## config.mk

```make
export PLATFORM = sky130hd
export DESIGN_NAME = qdrb4_ctrl
export DESIGN_NICKNAME = d
export VERILOG_FILES = /design/src/rtl/qdrb4_pkg.sv /design/src/rtl/qdrb4_arbiter.sv /design/src/rtl/qdrb4_wr_seq.sv /design/src/rtl/qdrb4_rd_cap.sv /design/src/rtl/qdrb4_ctrl.sv
export SDC_FILE = /design/constraint.sdc
export NUM_CORES = 1
export LEC_CHECK = 0
export BUFFER_PORTS_ARGS = -buffer_cell sky130_fd_sc_hd__clkbuf_2
export CAP_MARGIN = 15
export CORE_MARGIN = 5
export CORE_UTILIZATION = 52
export CTS_CLUSTER_SIZE = 8
export DETAILED_ROUTE_END_ITERATION = 12
export GPL_ROUTABILITY_DRIVEN = 1
export PLACE_DENSITY = 0.79
export RECOVER_POWER = 50
export SYNTH_ARGS = -nofsm -noshare
export SYNTH_HDL_FRONTEND = slang
export SYNTH_SLANG_ARGS = --single-unit
```

## constraint.sdc

```tcl
create_clock -name clk -period 1.8 [get_ports clk]
set_input_delay 0.36 -clock clk [delete_from_list [all_inputs] [get_ports clk]]
set_output_delay 0.36 -clock clk [all_outputs]
set_load 0.02 [all_outputs]
```

## src/rtl/qdrb4_pkg.sv

```systemverilog
package qdrb4_pkg;
  localparam int unsigned BURST_BEATS = 4;
  localparam int unsigned LANE_BITS   = 9;
  localparam int unsigned BEATS_PER_K = 2;

  typedef enum logic {
    PICK_RD = 1'b0,
    PICK_WR = 1'b1
  } pick_e;
endpackage

```

## src/rtl/qdrb4_arbiter.sv

```systemverilog
module qdrb4_arbiter
  import qdrb4_pkg::*;
(
  input  logic clk,
  input  logic rst_n,
  input  logic rd_valid,
  input  logic wr_valid,
  output logic rd_ready,
  output logic wr_ready,
  output logic rd_grant,
  output logic wr_grant
);
  // a channel that was granted last cycle is still inside its burst window
  logic  rd_busy_q, wr_busy_q;
  pick_e next_q;
  logic  rd_elig, wr_elig;

  assign rd_elig  = !rd_busy_q;
  assign wr_elig  = !wr_busy_q;
  assign rd_ready = rd_elig && !(wr_valid && wr_elig && (next_q == PICK_WR));
  assign wr_ready = wr_elig && !(rd_valid && rd_elig && (next_q == PICK_RD));
  assign rd_grant = rd_valid && rd_ready;
  assign wr_grant = wr_valid && wr_ready;

  always_ff @(posedge clk) begin
    if (!rst_n) begin
      rd_busy_q <= 1'b0;
      wr_busy_q <= 1'b0;
      next_q    <= PICK_RD;
    end else begin
      rd_busy_q <= rd_grant;
      wr_busy_q <= wr_grant;
      if (rd_grant)      next_q <= PICK_WR;
      else if (wr_grant) next_q <= PICK_RD;
    end
  end
endmodule

```

## src/rtl/qdrb4_wr_seq.sv

```systemverilog
module qdrb4_wr_seq
  import qdrb4_pkg::*;
#(
  parameter int unsigned AW    = 20,
  parameter int unsigned LANES = 2,
  localparam int unsigned DW   = LANES * LANE_BITS
) (
  input  logic                         clk,
  input  logic                         rst_n,
  input  logic                         grant,
  input  logic [AW-1:0]                addr,
  input  logic [BURST_BEATS*DW-1:0]    data,
  input  logic [BURST_BEATS*LANES-1:0] be,
  output logic                         wsel,
  output logic [AW-1:0]                waddr,
  output logic                         wd_en,
  output logic [DW-1:0]                wd_rise,
  output logic [DW-1:0]                wd_fall,
  output logic [LANES-1:0]             be_rise,
  output logic [LANES-1:0]             be_fall
);
  logic [BURST_BEATS*DW-1:0]    buf_data_q;
  logic [BURST_BEATS*LANES-1:0] buf_be_q;
  logic                         second_half_q;

  function automatic logic [DW-1:0] word_of(input logic [BURST_BEATS*DW-1:0] b,
                                            input int unsigned k);
    return b[k*DW +: DW];
  endfunction

  function automatic logic [LANES-1:0] mask_of(input logic [BURST_BEATS*LANES-1:0] m,
                                               input int unsigned k);
    return m[k*LANES +: LANES];
  endfunction

  always_ff @(posedge clk) begin
    if (!rst_n) begin
      wsel          <= 1'b0;
      waddr         <= '0;
      buf_data_q    <= '0;
      buf_be_q      <= '0;
      second_half_q <= 1'b0;
      wd_en         <= 1'b0;
      wd_rise       <= '0;
      wd_fall       <= '0;
      be_rise       <= '0;
      be_fall       <= '0;
    end else begin
      wsel          <= grant;
      second_half_q <= wsel;
      if (grant) begin
        waddr      <= addr;
        buf_data_q <= data;
        buf_be_q   <= be;
      end
      if (wsel) begin
        wd_en   <= 1'b1;
        wd_rise <= word_of(buf_data_q, 0);
        wd_fall <= word_of(buf_data_q, 1);
        be_rise <= mask_of(buf_be_q, 0);
        be_fall <= mask_of(buf_be_q, 1);
      end else if (second_half_q) begin
        wd_en   <= 1'b1;
        wd_rise <= word_of(buf_data_q, 2);
        wd_fall <= word_of(buf_data_q, 3);
        be_rise <= mask_of(buf_be_q, 2);
        be_fall <= mask_of(buf_be_q, 3);
      end else begin
        wd_en   <= 1'b0;
        wd_rise <= '0;
        wd_fall <= '0;
        be_rise <= '0;
        be_fall <= '0;
      end
    end
  end
endmodule

```

## src/rtl/qdrb4_rd_cap.sv

```systemverilog
module qdrb4_rd_cap
  import qdrb4_pkg::*;
#(
  parameter int unsigned AW     = 20,
  parameter int unsigned LANES  = 2,
  parameter int unsigned RD_LAT = 2,
  localparam int unsigned DW    = LANES * LANE_BITS
) (
  input  logic                      clk,
  input  logic                      rst_n,
  input  logic                      grant,
  input  logic [AW-1:0]             addr,
  input  logic [DW-1:0]             rd_rise,
  input  logic [DW-1:0]             rd_fall,
  output logic                      rsel,
  output logic [AW-1:0]             raddr,
  output logic                      head_hit,
  output logic                      tail_hit,
  output logic                      rsp_valid,
  output logic [BURST_BEATS*DW-1:0] rsp_data
);
  // bit k set: a read command was on the bus k+1 cycles ago
  logic [RD_LAT:0]            age_q;
  logic [BEATS_PER_K*DW-1:0]  head_q;

  assign head_hit = age_q[RD_LAT-1];
  assign tail_hit = age_q[RD_LAT];

  always_ff @(posedge clk) begin
    if (!rst_n) begin
      rsel      <= 1'b0;
      raddr     <= '0;
      age_q     <= '0;
      head_q    <= '0;
      rsp_valid <= 1'b0;
      rsp_data  <= '0;
    end else begin
      rsel  <= grant;
      if (grant) raddr <= addr;
      age_q <= {age_q[RD_LAT-1:0], rsel};
      if (head_hit) head_q <= {rd_fall, rd_rise};
      rsp_valid <= tail_hit;
      if (tail_hit) rsp_data <= {rd_fall, rd_rise, head_q};
    end
  end
endmodule

```

## src/rtl/qdrb4_ctrl.sv

```systemverilog
module qdrb4_ctrl
  import qdrb4_pkg::*;
#(
  parameter int unsigned AW     = 20,
  parameter int unsigned LANES  = 2,
  parameter int unsigned RD_LAT = 2,
  localparam int unsigned DW    = LANES * LANE_BITS
) (
  input  logic                         clk,
  input  logic                         rst_n,
  input  logic                         rd_valid,
  output logic                         rd_ready,
  input  logic [AW-1:0]                rd_addr,
  input  logic                         wr_valid,
  output logic                         wr_ready,
  input  logic [AW-1:0]                wr_addr,
  input  logic [BURST_BEATS*DW-1:0]    wr_data,
  input  logic [BURST_BEATS*LANES-1:0] wr_be,
  output logic                         rsp_valid,
  output logic [BURST_BEATS*DW-1:0]    rsp_data,
  output logic                         mem_rsel,
  output logic                         mem_wsel,
  output logic [AW-1:0]                mem_addr,
  output logic                         mem_wd_en,
  output logic [DW-1:0]                mem_wd_rise,
  output logic [DW-1:0]                mem_wd_fall,
  output logic [LANES-1:0]             mem_be_rise,
  output logic [LANES-1:0]             mem_be_fall,
  input  logic [DW-1:0]                mem_rd_rise,
  input  logic [DW-1:0]                mem_rd_fall
);
  logic          rd_grant, wr_grant;
  logic          rd_head_hit, rd_tail_hit;
  logic [AW-1:0] rd_cmd_addr, wr_cmd_addr;

  qdrb4_arbiter arb_i (
    .clk      (clk),
    .rst_n    (rst_n),
    .rd_valid (rd_valid),
    .wr_valid (wr_valid),
    .rd_ready (rd_ready),
    .wr_ready (wr_ready),
    .rd_grant (rd_grant),
    .wr_grant (wr_grant)
  );

  qdrb4_wr_seq #(.AW(AW), .LANES(LANES)) wr_i (
    .clk     (clk),
    .rst_n   (rst_n),
    .grant   (wr_grant),
    .addr    (wr_addr),
    .data    (wr_data),
    .be      (wr_be),
    .wsel    (mem_wsel),
    .waddr   (wr_cmd_addr),
    .wd_en   (mem_wd_en),
    .wd_rise (mem_wd_rise),
    .wd_fall (mem_wd_fall),
    .be_rise (mem_be_rise),
    .be_fall (mem_be_fall)
  );

  qdrb4_rd_cap #(.AW(AW), .LANES(LANES), .RD_LAT(RD_LAT)) rd_i (
    .clk       (clk),
    .rst_n     (rst_n),
    .grant     (rd_grant),
    .addr      (rd_addr),
    .rd_rise   (mem_rd_rise),
    .rd_fall   (mem_rd_fall),
    .rsel      (mem_rsel),
    .raddr     (rd_cmd_addr),
    .head_hit  (rd_head_hit),
    .tail_hit  (rd_tail_hit),
    .rsp_valid (rsp_valid),
    .rsp_data  (rsp_data)
  );

  // shared bus: the arbiter guarantees only one path holds a command per cycle
  assign mem_addr = mem_rsel ? rd_cmd_addr : wr_cmd_addr;
endmodule

```

[Word level (Yosys, flattened, before mapping)]
Cells that the tools add are included.
Widths: inputs -> output; s select.
Cells by class
  bitwise logic cells: 1
  mux-type cells: 13
  reduce and logical (&&, ||, !) cells: 13
Operators with widths (number)
  $mux 18: 4
  $mux 20: 1
  $logic_and 1x1->1: 8
  $mux 2: 4
  $logic_not 1->1: 4
  $mux 1: 4
  $reduce_bool 2->1: 1
  $not 1->1: 1
Word-level totals
  logic and storage cells: 44
  output and inout bits: 138
  bits of input ports: 160
  register bits after elaboration: 277

[Depth between registers and ports, before layout]
  word-level depth: 8
  gate-level depth with buffers: 6
  gate-level depth less buffers: 3

[Hierarchy]
A second synthesis with hierarchy kept.
Unflattened totals
  cells, all modules: 969
  area total of the unflattened synthesis: 10970.5 sq um
Modules (own cells, without submodules)
  qdrb4_wr_seq: instances 1, sequential area each 2862.7 sq um, cells an instance 508, area each 5408.9 sq um
  qdrb4_rd_cap: instances 1, sequential area each 2662.6 sq um, cells an instance 423, area each 5081.1 sq um
  qdrb4_ctrl: instances 1, sequential area each 0.0 sq um, cells an instance 22, area each 322.8 sq um
  qdrb4_arbiter: instances 1, sequential area each 60.1 sq um, cells an instance 16, area each 157.7 sq um

[Worst setup path after synthesis]
No wires, ideal clock.
  path type: reg2out
  start: register rd_i.rsel
  end: output mem_addr[10]
  path slack: 214 ps
  arrival: 1226 ps
  data required time: 1440 ps
  cell stages (with the launch flop): 4
  buffers on the path: 2
  path through: dfxtp_1 > buf_2 > buf_2 > mux2_2
Between the ends
  word-level cells in the longest chain between the ends: 1
Ends and longest elaborated chain
  start: declaration: line qdrb4_rd_cap.sv:15  | output logic rsel,
  start signal: assignment: line qdrb4_rd_cap.sv:38  | rsel <= grant;
  $mux 20: line qdrb4_ctrl.sv:79  | assign mem_addr = mem_rsel ? rd_cmd_addr : wr_cmd_addr;
  end: declaration: line qdrb4_ctrl.sv:23  | output logic [AW-1:0] mem_addr,
No other way between the ends.

[Worst setup path in the final report]
  start: register rd_i.rsel
  end: output mem_addr[7]
Same word-level chain as after synthesis.

==> flow_summary.toml <==
[floorplan]
die_y_um = 154.2
fp.dieW_um = 154.2
initial_core_util_pct = 53.07
core_area_um2 = 20360
io_pins = 298
num_rows = 52
die-area_um2 = 23770

[clock_tree]
htreeDepth = 2
cts.path.max_buffers = 3
cts-root-buf = "clkbuf_16"
path_clk_slew_ns = 0.05
clkLatencyLatePin_ns = 0.49
cts.sinks = 277
cts_tree = "yes"
cts_buffers = 40

[power]
ir_drop_v = 0.0005831
p_leak_nw = 5.529
power_density_nw_per_um2 = 1044

[sta]
worst_clock_skew_ns = 0.01176
fin_crit_ns = 1.892
setup_viol = 22
relSlewSlack_pct = 27.49
worstMarginPinSlew_ns = 1.088
max_freq_ghz = 0.5285
fin_crit_sh_pct = 105.1
hold_viol = 0
worst_slack_ns = -0.09218
rsz0062_at_grt = "true"
fin_setup_tns_ns = -1.504
finalMaxSlewViolations = 0

[placed_design]
post-dp-hpwl_um = 16910
dpl.cell_count = 1585
routabilityCongestion = 0.8229
dpl_cell_area_um2 = 12480
port_buffers = 297

[job]
cap_viol_max_count = 0

[critical_path]
cp_data_arrival_time_ns = 1.53
cp_cell_sequence = "buf_12 -> mux2_2 -> buf_4"
cp_slowest_cell = "dfxtp_4"
cpPeakStageDelay_ns = 0.38
cp.required_ns = 1.44
cp-start-kind = "flop"
endpoint_kind = "output pin"
rr_worst_depth = 6
path_class = "flop to output pin"
cp_max_fo = 13

[grt]
antenna_found_initial = 0
grt_pass1_vias = 8273
grt_max_degree = 134
grtUsageTotal_pct = 20.25
grt_overflow = 0
grt_first_pass_wirelength_um = 40490

[logic_synthesis]
ys_types = 20
yosysTopAreaCell = "dfxtp_1"
yosysMostFrequentCell = "dfxtp_1"
synth_ff_type = "dfxtp_1"
synth-seq-area-share_pct = 51.31
synth_top_area_share_pct = 51.31
avgSynthCellArea_um2 = 10.02
ys_ff_latch = 277
synth_fp_nets = 1239
yosys-top-cells-area = "dfxtp_1 (51%), mux2i_1 (24%), nand2_1 (9.3%)"
syn_area_um2 = 10810
synth_cells = 1079
synthTopCellsByCount = "dfxtp_1 (277), nand2_1 (268), mux2i_1 (254), nor2b_1 (109), clkbuf_1 (37)"
yosysWarningCount = 0
synth_async_sr_flop_share_pct = 0
synth_edf_count = 0

[finish]
final_cell_count_no_fill = 1630
stdcell_area_um2 = 13490
drive_above_1_share_pct = 25.07
final_nets = 1519
syn_to_final_growth_pct = 24.85
antennaDiodeCount = 0

[route]
drt_wl_total_um = 25180
firstDrtPassIters = 5
drt_iter0_drc = 308
num_vias = 8077
via_per_inst = 4.955
ant_nets = 0
post_drt_wl_per_cell_um = 15.45
drc = 0

[hold_path]
min_delay_path_depth = 3
hp-class = "input pin to flop"

[run_status]
run_status = "finished, violations left"
violations = "setup timing"
what timing repair did:
| action | CTS | global route |
|---|---|---|
| endpoints found under the setup margin | 22 | 22 |
| pin swaps | 0 | 1 |
| hold buffers | 0 | 0 |
| setup buffers | 0 | 1 |
| gates resized for setup | 8 | 23 |
| gates cloned | 1 | 0 |
worst max-delay path: cells and delay by family, from the launching register on:
| family | cells | cell delay, ns |
|---|---|---|
| mux | 1 | 0.35 |
| flops | 1 | 0.38 |
| buf+inv | 2 | 0.31 |
layout by cell type, fill, tap and decap left out, types with 3 or more instances in the layout:
cell,count
nand2_1,268
dfxtp_1,274
and2_0,5
nor2_1,27
o21ai_1,3
nor2b_1,108
buf_12,8
mux2_2,19
buf_4,8
clkbuf_16,41
mux2i_1,254
buf_2,10
clkbuf_1,46
clkbuf_4,4
clkbuf_2,238
and2_1,17
o21ai_0,12
routing by layer:
metal / up-vias / routed length [um] / track usage (%)
met5: - / 0 / 0
met4: 0 / 510 / 5.929
met3: 46 / 1679 / 4.890
met2: 258 / 11880 / 33.86
met1: 3717 / 11110 / 26.08
li1: 4056 / - / -
report_power, final:
group / switching, mW / internal (mW)
clock network: 2.36 / 3.97
registers: 0.125 / 6.39
logic: 0.667 / 0.581
registers in the layout (all words and copies together), names as in the netlist:
register and cells:
wr_i.buf_be_q 8, wr_i.wd_en 1, wr_i.wd_rise 18, rd_i.rsp_valid 1, rd_i.rsp_data 72, wr_i.second_half_q 1, wr_i.waddr 20, arb_i.next_q 1
wr_i.buf_data_q 72, rd_i.raddr 20, wr_i.be_rise 2, rd_i.rsel 1, wr_i.wsel 1, wr_i.be_fall 2, rd_i.age_q 3, wr_i.wd_fall 18
rd_i.head_q 36
stage by stage:
step	total power, mW	utilization, %	worst slack (ns)	hold slack (ns)
2_1_floorplan	7.441	-	0.2142	0.4119
3_3_place_gp	7.835	61.29	0.2974	0.4138
6_report	14.09	66.25	-0.09218	0.09305
3_5_place_dp	7.862	61.29	0.2362	0.4219
4_1_cts	14.25	66.63	-0.1200	0.07487
5_1_grt	14.66	66.25	-0.1328	0.08777
area by class of cell:
type                       instances  area, um2
inverter                           1      3.754
fill                            1647       6873
timing repair buffer             317       1725
multi-input combinational        722       4836
sequential                       277       5554
clock buffer                      42       1030
clock inverter                     1      5.005
tap                              270      337.8
worst paths after layout:
path                            slack (ns)                   to           from
worst max-delay path                 -0.09          mem_addr[7]      rd_i.rsel
worst min-delay path                  0.09  wr_i.buf_data_q[55]    wr_data[55]
worst max register to register        0.12  wr_i.buf_data_q[14]      rd_i.rsel
worst min register to register        0.43        rd_i.age_q[1]  rd_i.age_q[0]
cell families after synthesis:
logic type             synth area share [%]
multiplexers                          25.61
flip-flops                            51.31
buffers and inverters                 4.052
AND/OR/NAND/NOR                       18.10
AO/OA/AOI/OAI                        0.9262
Power figures use the tool's default switching activity.
